<file path="src/rtl/tmr_pkg.sv">
package tmr_pkg;

  typedef enum logic [3:0] {
    OFS_PDB  = 4'd0,
    OFS_PDA  = 4'd1,
    OFS_DIRB = 4'd2,
    OFS_DIRA = 4'd3,
    OFS_T1CL = 4'd4,
    OFS_T1CH = 4'd5,
    OFS_T1LL = 4'd6,
    OFS_T1LH = 4'd7,
    OFS_T2L  = 4'd8,
    OFS_T2H  = 4'd9,
    OFS_SHF  = 4'd10,
    OFS_AUX  = 4'd11,
    OFS_PER  = 4'd12,
    OFS_FLG  = 4'd13,
    OFS_ENA  = 4'd14,
    OFS_SPR  = 4'd15
  } reg_ofs_e;

  // flag bit positions
  localparam int FLG_SHF = 2;
  localparam int FLG_T2  = 5;
  localparam int FLG_T1  = 6;

  // auxiliary control: timer-1 mode field and its free-running code
  localparam int        AUX_MODE_HI = 7;
  localparam int        AUX_MODE_LO = 6;
  localparam logic [1:0] MODE_FREE  = 2'b01;

  // offsets that are plain read/write storage
  function automatic logic is_plain(input int ofs);
    case (ofs)
      0, 1, 2, 3, 10, 11, 12, 15: is_plain = 1'b1;
      default:                    is_plain = 1'b0;
    endcase
  endfunction

endpackage

</file>
<file path="src/rtl/tmr_t1_unit.sv">
module tmr_t1_unit #(
  parameter int BYTE_W = 8
) (
  input  logic                  clk,
  input  logic                  rst_n,
  input  logic                  tick,
  input  logic                  wr_lat_lo,
  input  logic                  wr_lat_hi,
  input  logic                  wr_cnt_hi,
  input  logic [BYTE_W-1:0]     wdata,
  output logic [2*BYTE_W-1:0]   cnt_o,
  output logic [2*BYTE_W-1:0]   latch_o,
  output logic                  expire_o
);
  localparam int CNT_W = 2*BYTE_W;

  logic [CNT_W-1:0] cnt_q, latch_q, load_val;
  logic             wrap_q;
  logic [CNT_W:0]   stepped;

  // one tick of the period: ...,1,0,all-ones,latch,...
  function automatic logic [CNT_W:0] t1_step(input logic [CNT_W-1:0] cnt,
                                             input logic wrap,
                                             input logic [CNT_W-1:0] latch);
    if (wrap)            t1_step = {1'b0, latch};
    else if (cnt == '0)  t1_step = {1'b1, {CNT_W{1'b1}}};
    else                 t1_step = {1'b0, cnt - 1'b1};
  endfunction

  assign stepped  = t1_step(cnt_q, wrap_q, latch_q);
  assign load_val = {wdata, latch_q[BYTE_W-1:0]};
  assign expire_o = tick && !wr_cnt_hi && !wrap_q && (cnt_q == '0);
  assign cnt_o    = cnt_q;
  assign latch_o  = latch_q;

  always_ff @(posedge clk) begin
    if (!rst_n) begin
      cnt_q   <= '1;
      latch_q <= '1;
      wrap_q  <= 1'b0;
    end else if (wr_cnt_hi) begin
      latch_q <= load_val;
      cnt_q   <= load_val;
      wrap_q  <= 1'b0;
    end else begin
      if (tick) begin
        cnt_q  <= stepped[CNT_W-1:0];
        wrap_q <= stepped[CNT_W];
      end
      if (wr_lat_lo) latch_q[BYTE_W-1:0]     <= wdata;
      if (wr_lat_hi) latch_q[CNT_W-1:BYTE_W] <= wdata;
    end
  end

  p_reload_r2: assert property (@(posedge clk) disable iff (!rst_n)
    (tick && !wr_cnt_hi && wrap_q) |=> (cnt_q == $past(latch_q)));

  p_wrap_r2: assert property (@(posedge clk) disable iff (!rst_n)
    (tick && !wr_cnt_hi && !wrap_q && cnt_q == '0) |=> (cnt_q == {CNT_W{1'b1}}));

  p_load_r4: assert property (@(posedge clk) disable iff (!rst_n)
    wr_cnt_hi |=> (cnt_q == latch_q && cnt_q[CNT_W-1:BYTE_W] == $past(wdata)));

  p_hold_r10: assert property (@(posedge clk) disable iff (!rst_n)
    (!tick && !wr_cnt_hi) |=> $stable(cnt_q));

endmodule

</file>
<file path="src/rtl/tmr_t2_unit.sv">
module tmr_t2_unit #(
  parameter int BYTE_W = 8
) (
  input  logic                  clk,
  input  logic                  rst_n,
  input  logic                  tick,
  input  logic                  wr_lo,
  input  logic                  wr_hi,
  input  logic [BYTE_W-1:0]     wdata,
  output logic [2*BYTE_W-1:0]   cnt_o,
  output logic                  underflow_o
);
  localparam int CNT_W = 2*BYTE_W;

  logic [CNT_W-1:0]  cnt_q;
  logic [BYTE_W-1:0] lo_q;

  assign cnt_o       = cnt_q;
  assign underflow_o = tick && !wr_hi && (cnt_q == '0);

  always_ff @(posedge clk) begin
    if (!rst_n) begin
      cnt_q <= '1;
      lo_q  <= '0;
    end else begin
      if (wr_lo) lo_q <= wdata;
      if (wr_hi)     cnt_q <= {wdata, lo_q};
      else if (tick) cnt_q <= cnt_q - 1'b1;
    end
  end

  p_t2_dec_r6: assert property (@(posedge clk) disable iff (!rst_n)
    (tick && !wr_hi) |=> (cnt_q == $past(cnt_q) - 1'b1));

  p_t2_load_r6: assert property (@(posedge clk) disable iff (!rst_n)
    wr_hi |=> (cnt_q == {$past(wdata), $past(lo_q)}));

  p_t2_hold_r10: assert property (@(posedge clk) disable iff (!rst_n)
    (!tick && !wr_hi) |=> $stable(cnt_q));

endmodule

</file>
<file path="src/rtl/tmr_irq_regs.sv">
module tmr_irq_regs #(
  parameter int               FLG_W    = 7,
  parameter logic [FLG_W-1:0] IRQ_MASK = 7'h44
) (
  input  logic             clk,
  input  logic             rst_n,
  input  logic [FLG_W-1:0] set_vec,
  input  logic [FLG_W-1:0] clr_vec,
  input  logic             ena_wr,
  input  logic [FLG_W:0]   ena_wdata,
  output logic [FLG_W-1:0] flags_o,
  output logic [FLG_W-1:0] ena_o,
  output logic             summary_o,
  output logic             irq_o
);
  logic [FLG_W-1:0] flags_q, ena_q;

  // bit FLG_W selects set (1) or clear (0) for the ones in the lower bits
  function automatic logic [FLG_W-1:0] ena_next(input logic [FLG_W-1:0] cur,
                                                input logic [FLG_W:0] w);
    if (w[FLG_W]) ena_next = cur | w[FLG_W-1:0];
    else          ena_next = cur & ~w[FLG_W-1:0];
  endfunction

  always_ff @(posedge clk) begin
    if (!rst_n) begin
      flags_q <= '0;
      ena_q   <= '0;
    end else begin
      flags_q <= (flags_q & ~clr_vec) | set_vec;
      if (ena_wr) ena_q <= ena_next(ena_q, ena_wdata);
    end
  end

  assign flags_o   = flags_q;
  assign ena_o     = ena_q;
  assign summary_o = |(flags_q & ena_q);
  assign irq_o     = |(flags_q & ena_q & IRQ_MASK);

  p_set_wins_r7: assert property (@(posedge clk) disable iff (!rst_n)
    (set_vec != '0) |=> ((flags_q & $past(set_vec)) == $past(set_vec)));

  p_clear_r7: assert property (@(posedge clk) disable iff (!rst_n)
    (clr_vec != '0) |=> ((flags_q & $past(clr_vec) & ~$past(set_vec)) == '0));

  p_no_rise_r7: assert property (@(posedge clk) disable iff (!rst_n)
    (set_vec == '0) |=> ((flags_q & ~$past(flags_q)) == '0));

  p_ena_set_r8: assert property (@(posedge clk) disable iff (!rst_n)
    (ena_wr && ena_wdata[FLG_W]) |=>
      ((ena_q & $past(ena_wdata[FLG_W-1:0])) == $past(ena_wdata[FLG_W-1:0])));

  p_ena_clr_r8: assert property (@(posedge clk) disable iff (!rst_n)
    (ena_wr && !ena_wdata[FLG_W]) |=> ((ena_q & $past(ena_wdata[FLG_W-1:0])) == '0));

  p_irq_quiet_r9: assert property (@(posedge clk) disable iff (!rst_n)
    (!irq_o && set_vec == '0 && !ena_wr) |=> !irq_o);

endmodule

</file>
<file path="src/rtl/tick_timer_irq.sv">
module tick_timer_irq #(
  parameter int BYTE_W = 8,
  parameter int ADDR_W = 4
) (
  input  logic              clk,
  input  logic              rst_n,
  input  logic              tick_en,
  input  logic              bus_en,
  input  logic              bus_we,
  input  logic [ADDR_W-1:0] bus_addr,
  input  logic [BYTE_W-1:0] bus_wdata,
  output logic [BYTE_W-1:0] bus_rdata,
  input  logic              shift_evt,
  output logic              irq
);
  import tmr_pkg::*;

  localparam int NREG  = 1 << ADDR_W;
  localparam int CNT_W = 2*BYTE_W;
  localparam int FLG_W = BYTE_W - 1;
  localparam logic [FLG_W-1:0] IRQ_MASK = FLG_W'((1 << FLG_SHF) | (1 << FLG_T1));

  logic [NREG-1:0]   wr_hit, rd_hit;
  logic [BYTE_W-1:0] plain_q [NREG];
  logic [CNT_W-1:0]  t1_cnt, t1_latch, t2_cnt;
  logic              t1_expire, t2_underflow, free_mode;
  logic [FLG_W-1:0]  set_vec, clr_vec, flags, ena;
  logic              flg_sum;

  // one-hot access strobes per offset
  for (genvar g = 0; g < NREG; g++) begin : g_dec
    assign wr_hit[g] = bus_en &&  bus_we && (bus_addr == ADDR_W'(g));
    assign rd_hit[g] = bus_en && !bus_we && (bus_addr == ADDR_W'(g));
  end

  always_ff @(posedge clk) begin
    for (int i = 0; i < NREG; i++) begin
      if (!rst_n)                         plain_q[i] <= '0;
      else if (wr_hit[i] && is_plain(i)) plain_q[i] <= bus_wdata;
    end
  end

  assign free_mode = (plain_q[int'(OFS_AUX)][AUX_MODE_HI:AUX_MODE_LO] == MODE_FREE);

  tmr_t1_unit #(.BYTE_W(BYTE_W)) u_t1 (
    .clk       (clk),
    .rst_n     (rst_n),
    .tick      (tick_en),
    .wr_lat_lo (wr_hit[int'(OFS_T1CL)] || wr_hit[int'(OFS_T1LL)]),
    .wr_lat_hi (wr_hit[int'(OFS_T1LH)]),
    .wr_cnt_hi (wr_hit[int'(OFS_T1CH)]),
    .wdata     (bus_wdata),
    .cnt_o     (t1_cnt),
    .latch_o   (t1_latch),
    .expire_o  (t1_expire)
  );

  tmr_t2_unit #(.BYTE_W(BYTE_W)) u_t2 (
    .clk         (clk),
    .rst_n       (rst_n),
    .tick        (tick_en),
    .wr_lo       (wr_hit[int'(OFS_T2L)]),
    .wr_hi       (wr_hit[int'(OFS_T2H)]),
    .wdata       (bus_wdata),
    .cnt_o       (t2_cnt),
    .underflow_o (t2_underflow)
  );

  always_comb begin
    set_vec          = '0;
    set_vec[FLG_T1]  = t1_expire && free_mode;
    set_vec[FLG_T2]  = t2_underflow;
    set_vec[FLG_SHF] = shift_evt;
    clr_vec          = wr_hit[int'(OFS_FLG)] ? bus_wdata[FLG_W-1:0] : '0;
    if (rd_hit[int'(OFS_T1CL)] || wr_hit[int'(OFS_T1CH)] || wr_hit[int'(OFS_T1LH)])
      clr_vec[FLG_T1] = 1'b1;
    if (rd_hit[int'(OFS_T2L)]) clr_vec[FLG_T2]  = 1'b1;
    if (rd_hit[int'(OFS_SHF)]) clr_vec[FLG_SHF] = 1'b1;
  end

  tmr_irq_regs #(.FLG_W(FLG_W), .IRQ_MASK(IRQ_MASK)) u_irq (
    .clk       (clk),
    .rst_n     (rst_n),
    .set_vec   (set_vec),
    .clr_vec   (clr_vec),
    .ena_wr    (wr_hit[int'(OFS_ENA)]),
    .ena_wdata (bus_wdata),
    .flags_o   (flags),
    .ena_o     (ena),
    .summary_o (flg_sum),
    .irq_o     (irq)
  );

  always_comb begin
    bus_rdata = plain_q[bus_addr];
    case (bus_addr)
      ADDR_W'(OFS_T1CL): bus_rdata = t1_cnt[BYTE_W-1:0];
      ADDR_W'(OFS_T1CH): bus_rdata = t1_cnt[CNT_W-1:BYTE_W];
      ADDR_W'(OFS_T1LL): bus_rdata = t1_latch[BYTE_W-1:0];
      ADDR_W'(OFS_T1LH): bus_rdata = t1_latch[CNT_W-1:BYTE_W];
      ADDR_W'(OFS_T2L):  bus_rdata = t2_cnt[BYTE_W-1:0];
      ADDR_W'(OFS_T2H):  bus_rdata = t2_cnt[CNT_W-1:BYTE_W];
      ADDR_W'(OFS_FLG):  bus_rdata = {flg_sum, flags};
      ADDR_W'(OFS_ENA):  bus_rdata = {1'b1, ena};
      default: ;
    endcase
  end

  p_free_flag_r3: assert property (@(posedge clk) disable iff (!rst_n)
    (t1_expire && free_mode) |=> flags[FLG_T1]);

  p_mode_quiet_r3: assert property (@(posedge clk) disable iff (!rst_n)
    (!free_mode && !flags[FLG_T1]) |=> !flags[FLG_T1]);

  p_rd_clr_r5: assert property (@(posedge clk) disable iff (!rst_n)
    (rd_hit[int'(OFS_T2L)] && !t2_underflow) |=> !flags[FLG_T2]);

endmodule

</file>
<file path="config.mk">
export PLATFORM = sky130hd
export DESIGN_NAME = tick_timer_irq
export DESIGN_NICKNAME = d
export VERILOG_FILES = /design/src/rtl/tmr_pkg.sv /design/src/rtl/tmr_t1_unit.sv /design/src/rtl/tmr_t2_unit.sv /design/src/rtl/tmr_irq_regs.sv /design/src/rtl/tick_timer_irq.sv
export SDC_FILE = /design/constraint.sdc
export NUM_CORES = 1
export LEC_CHECK = 0
export ABC_CLOCK_PERIOD_IN_PS = 3700
export CAP_MARGIN = 20
export CORE_MARGIN = 2
export CORE_UTILIZATION = 50
export DETAILED_ROUTE_END_ITERATION = 8
export PLACE_DENSITY = 0.69
export SYNTH_ARGS = -nofsm -noshare
export SYNTH_HDL_FRONTEND = slang
export SYNTH_SLANG_ARGS = --single-unit
</file>
<file path="constraint.sdc">
create_clock -name clk -period 3.7 [get_ports clk]
set_input_delay 0.555 -clock clk [delete_from_list [all_inputs] [get_ports clk]]
set_output_delay 0.555 -clock clk [all_outputs]
set_load 0.02 [all_outputs]
</file>
==> summary.md <==
The run finished with clean final reports. The run gives 44 as the row count. The tools report the global-route wire length before repair as 37.5 mm. The antenna cell count came out at 0.

For this run the aggregate overflow at the end of global routing stands at 0. The number of design-rule violations left by the first detailed-router iteration is 807. For the clock buffer count from CTS, the log shows 17. After filler insertion, the fill cell instance count of the layout stands at 1315. The tightest min-delay check is of the flip-flop to flip-flop type. The logs give 51.0% for the initial cell density of the core and 807 for the number of cells produced by synthesis. By area, the combinational part of the netlist is dominated by simple AND/OR/NAND/NOR gates. The clock passes through at most 2 buffers. For this run, design rule violations remaining after detail routing come to 0.

At the end of the flow, the number of nets in the layout was 856. Buffers placed on the I/O ports in this run total 26. The share of flip-flops with an asynchronous set or reset after synthesis was 0%; the number of enable-type register cells in the synthesized netlist was 64.

Synthesis instantiated 76 different standard cells from the library. The warning count from the yosys run is 0, and the xor and xnor fraction of the mapped netlist area is 2.14%. Timing would allow up to 0.275 GHz. The run gives 27 as the count of pins on the block boundary. The multiplexer area fraction after synthesis is 6.01%.

Across the run, the number of max-cap violations was 0. The kind of cell with the highest combined delay along the critical path is buffers and inverters. The run gives 0.00735 sq mm as the post-synth design cell area. Layout cell share with drive strength beyond 1: 11.5%. The worst setup path is captured at a primary output. The adder-cell share of the synthesized area is 0.681%.

The tree is rooted in a clkbuf_16. For the count of hold-fix buffers inserted at cts, the log shows 0. The portion of the clock cycle consumed by the worst path in the final layout was 98.2%. Summing the sequential cell areas from Yosys gives 45.5% of the chip area.

The tools report the number of sinks driven by the clock tree as 135. Initial antenna violation count: 0. Clock latency on the worst-skew pair, taken at its later pin, is 0.44 ns.

The congestion estimate from routability-driven global placement came to 0.968. In the final layout, the multi-input gates occupy 0.00368 sq mm. The clock skew after layout was 0.0144 ns; the ratio of routed vias to standard cells was 6.48. The arrival time at the worst endpoint came out at 3.08 ns. Dividing total power by cell area gives a power density of 448 mW/mm^2. The setup slack at placement is 0.0349 ns, and the number of buffer and inverter instances along the worst setup path is 5.

Setup repair after global routing left no endpoint under its margin. IR analysis of the VDD net gives a maximum drop of 0.310 mV. For this block, the routed nets add up to 24.4 mm of wire.

The width of the die works out to 125 microns. In this run the vertical extent of the chip is 125 microns. The H-tree was split into 4 levels.

Counting every net in the synthesized netlist gives 829. After floorplanning, the core was sized to cover 0.0144 sq mm. Class of the most critical setup path: primary input to primary output.

Traced cell by cell, the critical path runs through clkdlybuf4s50_1, buf_12, nor2b_1, buf_4, a32o_1, a2111oi_1, buf_4, a21oi_1, clkdlybuf4s50_1. Summing all flip-flop and latch instances after layout gives 0.00334 sq mm. The final route contains 6684 vias.

The synthesized design contains 135 register bits. After legalization and detailed placement, the total HPWL measured 16.9 mm. The largest single stage delay on the critical path is 0.55 ns. The cell with the largest stage delay on the worst path is clkdlybuf4s50_1. Leakage power summed over all cells: 3.17 nW. The worst pin sits at a relative slew slack of 33.3%. For the worst setup path, the data required time is 3.14 ns. Dividing the detail-routed wire length by the instance count gives 23.7 microns.

The basic-gate share of the synthesized area counting and, or, nand and nor cells is 24.7%. Compared with the post-synthesis result, the final layout area differs by 16.0%. Die footprint: 0.0157 sq mm. Among all flip-flop cells after synthesis, the most frequent one is dfxtp_1. Adding up every negative setup slack in the final design gives 0 ns. Post-CTS timing repair inserted 0 buffers for setup. The tightest hold path in the finished design has a slack of 0.458 ns.

Of all nets on the critical path, the largest fanout is 39. At the pin with the least slew margin, the transition time is 0.997 ns. The first-pass iteration count of the detailed router is 5, and the final critical-path required period is 3.63 ns. The clock-pin slew on the worst setup and hold paths is 0.06 ns.

The final hold violation count was 0. Once detail routing completed, the nets flagged for antenna violations numbered 0. Setup violations remaining at the end of the flow were counted as 0.

The maximum number of pins on one net before global-route repair was 54; the cell area after layout was 0.00853 sq mm. The compound-gate portion of the synthesized area was 16.5%. The mean cell area of the mapped netlist came out at 9.11 sq um. Max-slew violation count: 0. Global routing consumed, over all layers together, 31.4% of the routing resources. The number of global-route vias before repair is 6337. STA classifies the critical path startpoint as a primary input. Summing all placed instances gives a cell area of 0.00794 sq mm. TritonCTS built the clock tree. The post-route worst setup slack came out at 0.0684 ns.
state kept, by name (all words and copies together) (netlist names), named ones only:
signal	flops
plain_q	64
u_irq.flags_o	7
u_t1.cnt_o	16
u_t1.latch_o	16
u_t1.wrap_q	1
u_t2.cnt_o	16
u_t2.lo_q	8
final timing paths:
path / start / to / slack [ns] / depth (start not counted)
worst max register to register: u_t1.cnt_o[10] / u_irq.flags_o[6] / 1.59 / 5
worst max-delay path: bus_addr[3] / bus_rdata[7] / 0.07 / 9
worst min register to register: u_irq.flags_o[1] / u_irq.flags_o[1] / 0.46 / 2
worst min-delay path: u_irq.flags_o[1] / u_irq.flags_o[1] / 0.46 / 2
worst register-to-register path: stages, from the launching register on:
cell and delay [ns]:
dfxtp_1 0.41, nor4_2 0.49, nand4_2 0.25, nor2_1 0.49, nand4_1 0.22, a21oi_1 0.18
stage by stage:
step,std cells,util [%],power (mW)
floorplan,807,-,1.94
global placement,999,55.0,2.13
global route,1031,59.1,3.93
finish,1031,59.1,3.82
CTS,1031,59.1,3.82
detailed placement,999,55.0,2.14
cells in the final DEF, fill, tap and decap left out, drive strengths merged, types with 6 or more instances in the layout:
cell            n
clkdlybuf4s50  24
nand4          13
nor4           10
nor2b          11
o211ai         18
a221oi          7
mux4            8
xnor2          15
o31ai           7
and2           59
nor3           27
edfxtp         64
a21oi          33
inv            27
a22oi          11
mux2i          25
buf            44
dfxtp          71
nand2b          6
o22ai           9
nor2           65
nand2          90
nand3          40
a31oi           6
clkbuf         19
o21ai          51
cells in the mapped netlist (all sizes together) (13+ instances only):
cell type	number	area, sq um
nand2	90	340
dfxtp	71	1420
nor2	65	246
edfxtp	64	1920
and2	59	369
o21ai	51	259
clkbuf	49	184
nand3	40	200
a21oi	33	165
nor3	27	140
mux2i	25	250
inv	20	75.1
o211ai	18	135
xnor2	15	131
nand4	13	87.6
cell families (layout without fill, tap and decap cells):
kind of cell,Yosys count,count (layout)
AO/OA/AOI/OAI,184,184
XOR/XNOR,18,18
adder cells (fa/ha/maj),4,4
buffers and inverters,81,121
flip-flops,135,135
multiplexers,34,34
AND/OR/NAND/NOR,351,351
cell type report:
type	instances	share of cell area, %
clock buffer	19	5.33
clock inverter	13	1.57
inverter	21	0.924
multi-input combinational	591	43.2
sequential	135	39.2
tap	184	2.70
timing repair buffer	68	7.07
where the power goes:
| group | switching [mW] | leakage [nW] | internal (mW) | total, mW |
|---|---|---|---|---|
| logic | 0.267 | 1.70 | 0.172 | 0.440 |
| registers | 0.0586 | 1.19 | 1.62 | 1.68 |
| clock network | 0.718 | 0.284 | 0.984 | 1.70 |
| total | 1.04 | 3.17 | 2.78 | 3.82 |
per-layer routing:
layer,track usage (%),routed length [microns],vias up
met4,11.2,787,0
li1,-,-,3011
met2,50.3,11300,346
met1,42.3,10200,3262
met3,6.80,2130,65
met5,0,0,-
repair_timing:
item,4_1_cts,5_1_grt
gates resized for setup,0,2
hold endpoints to repair,0,0
setup endpoints to repair,0,2
(Power assumes the default switching activity.)
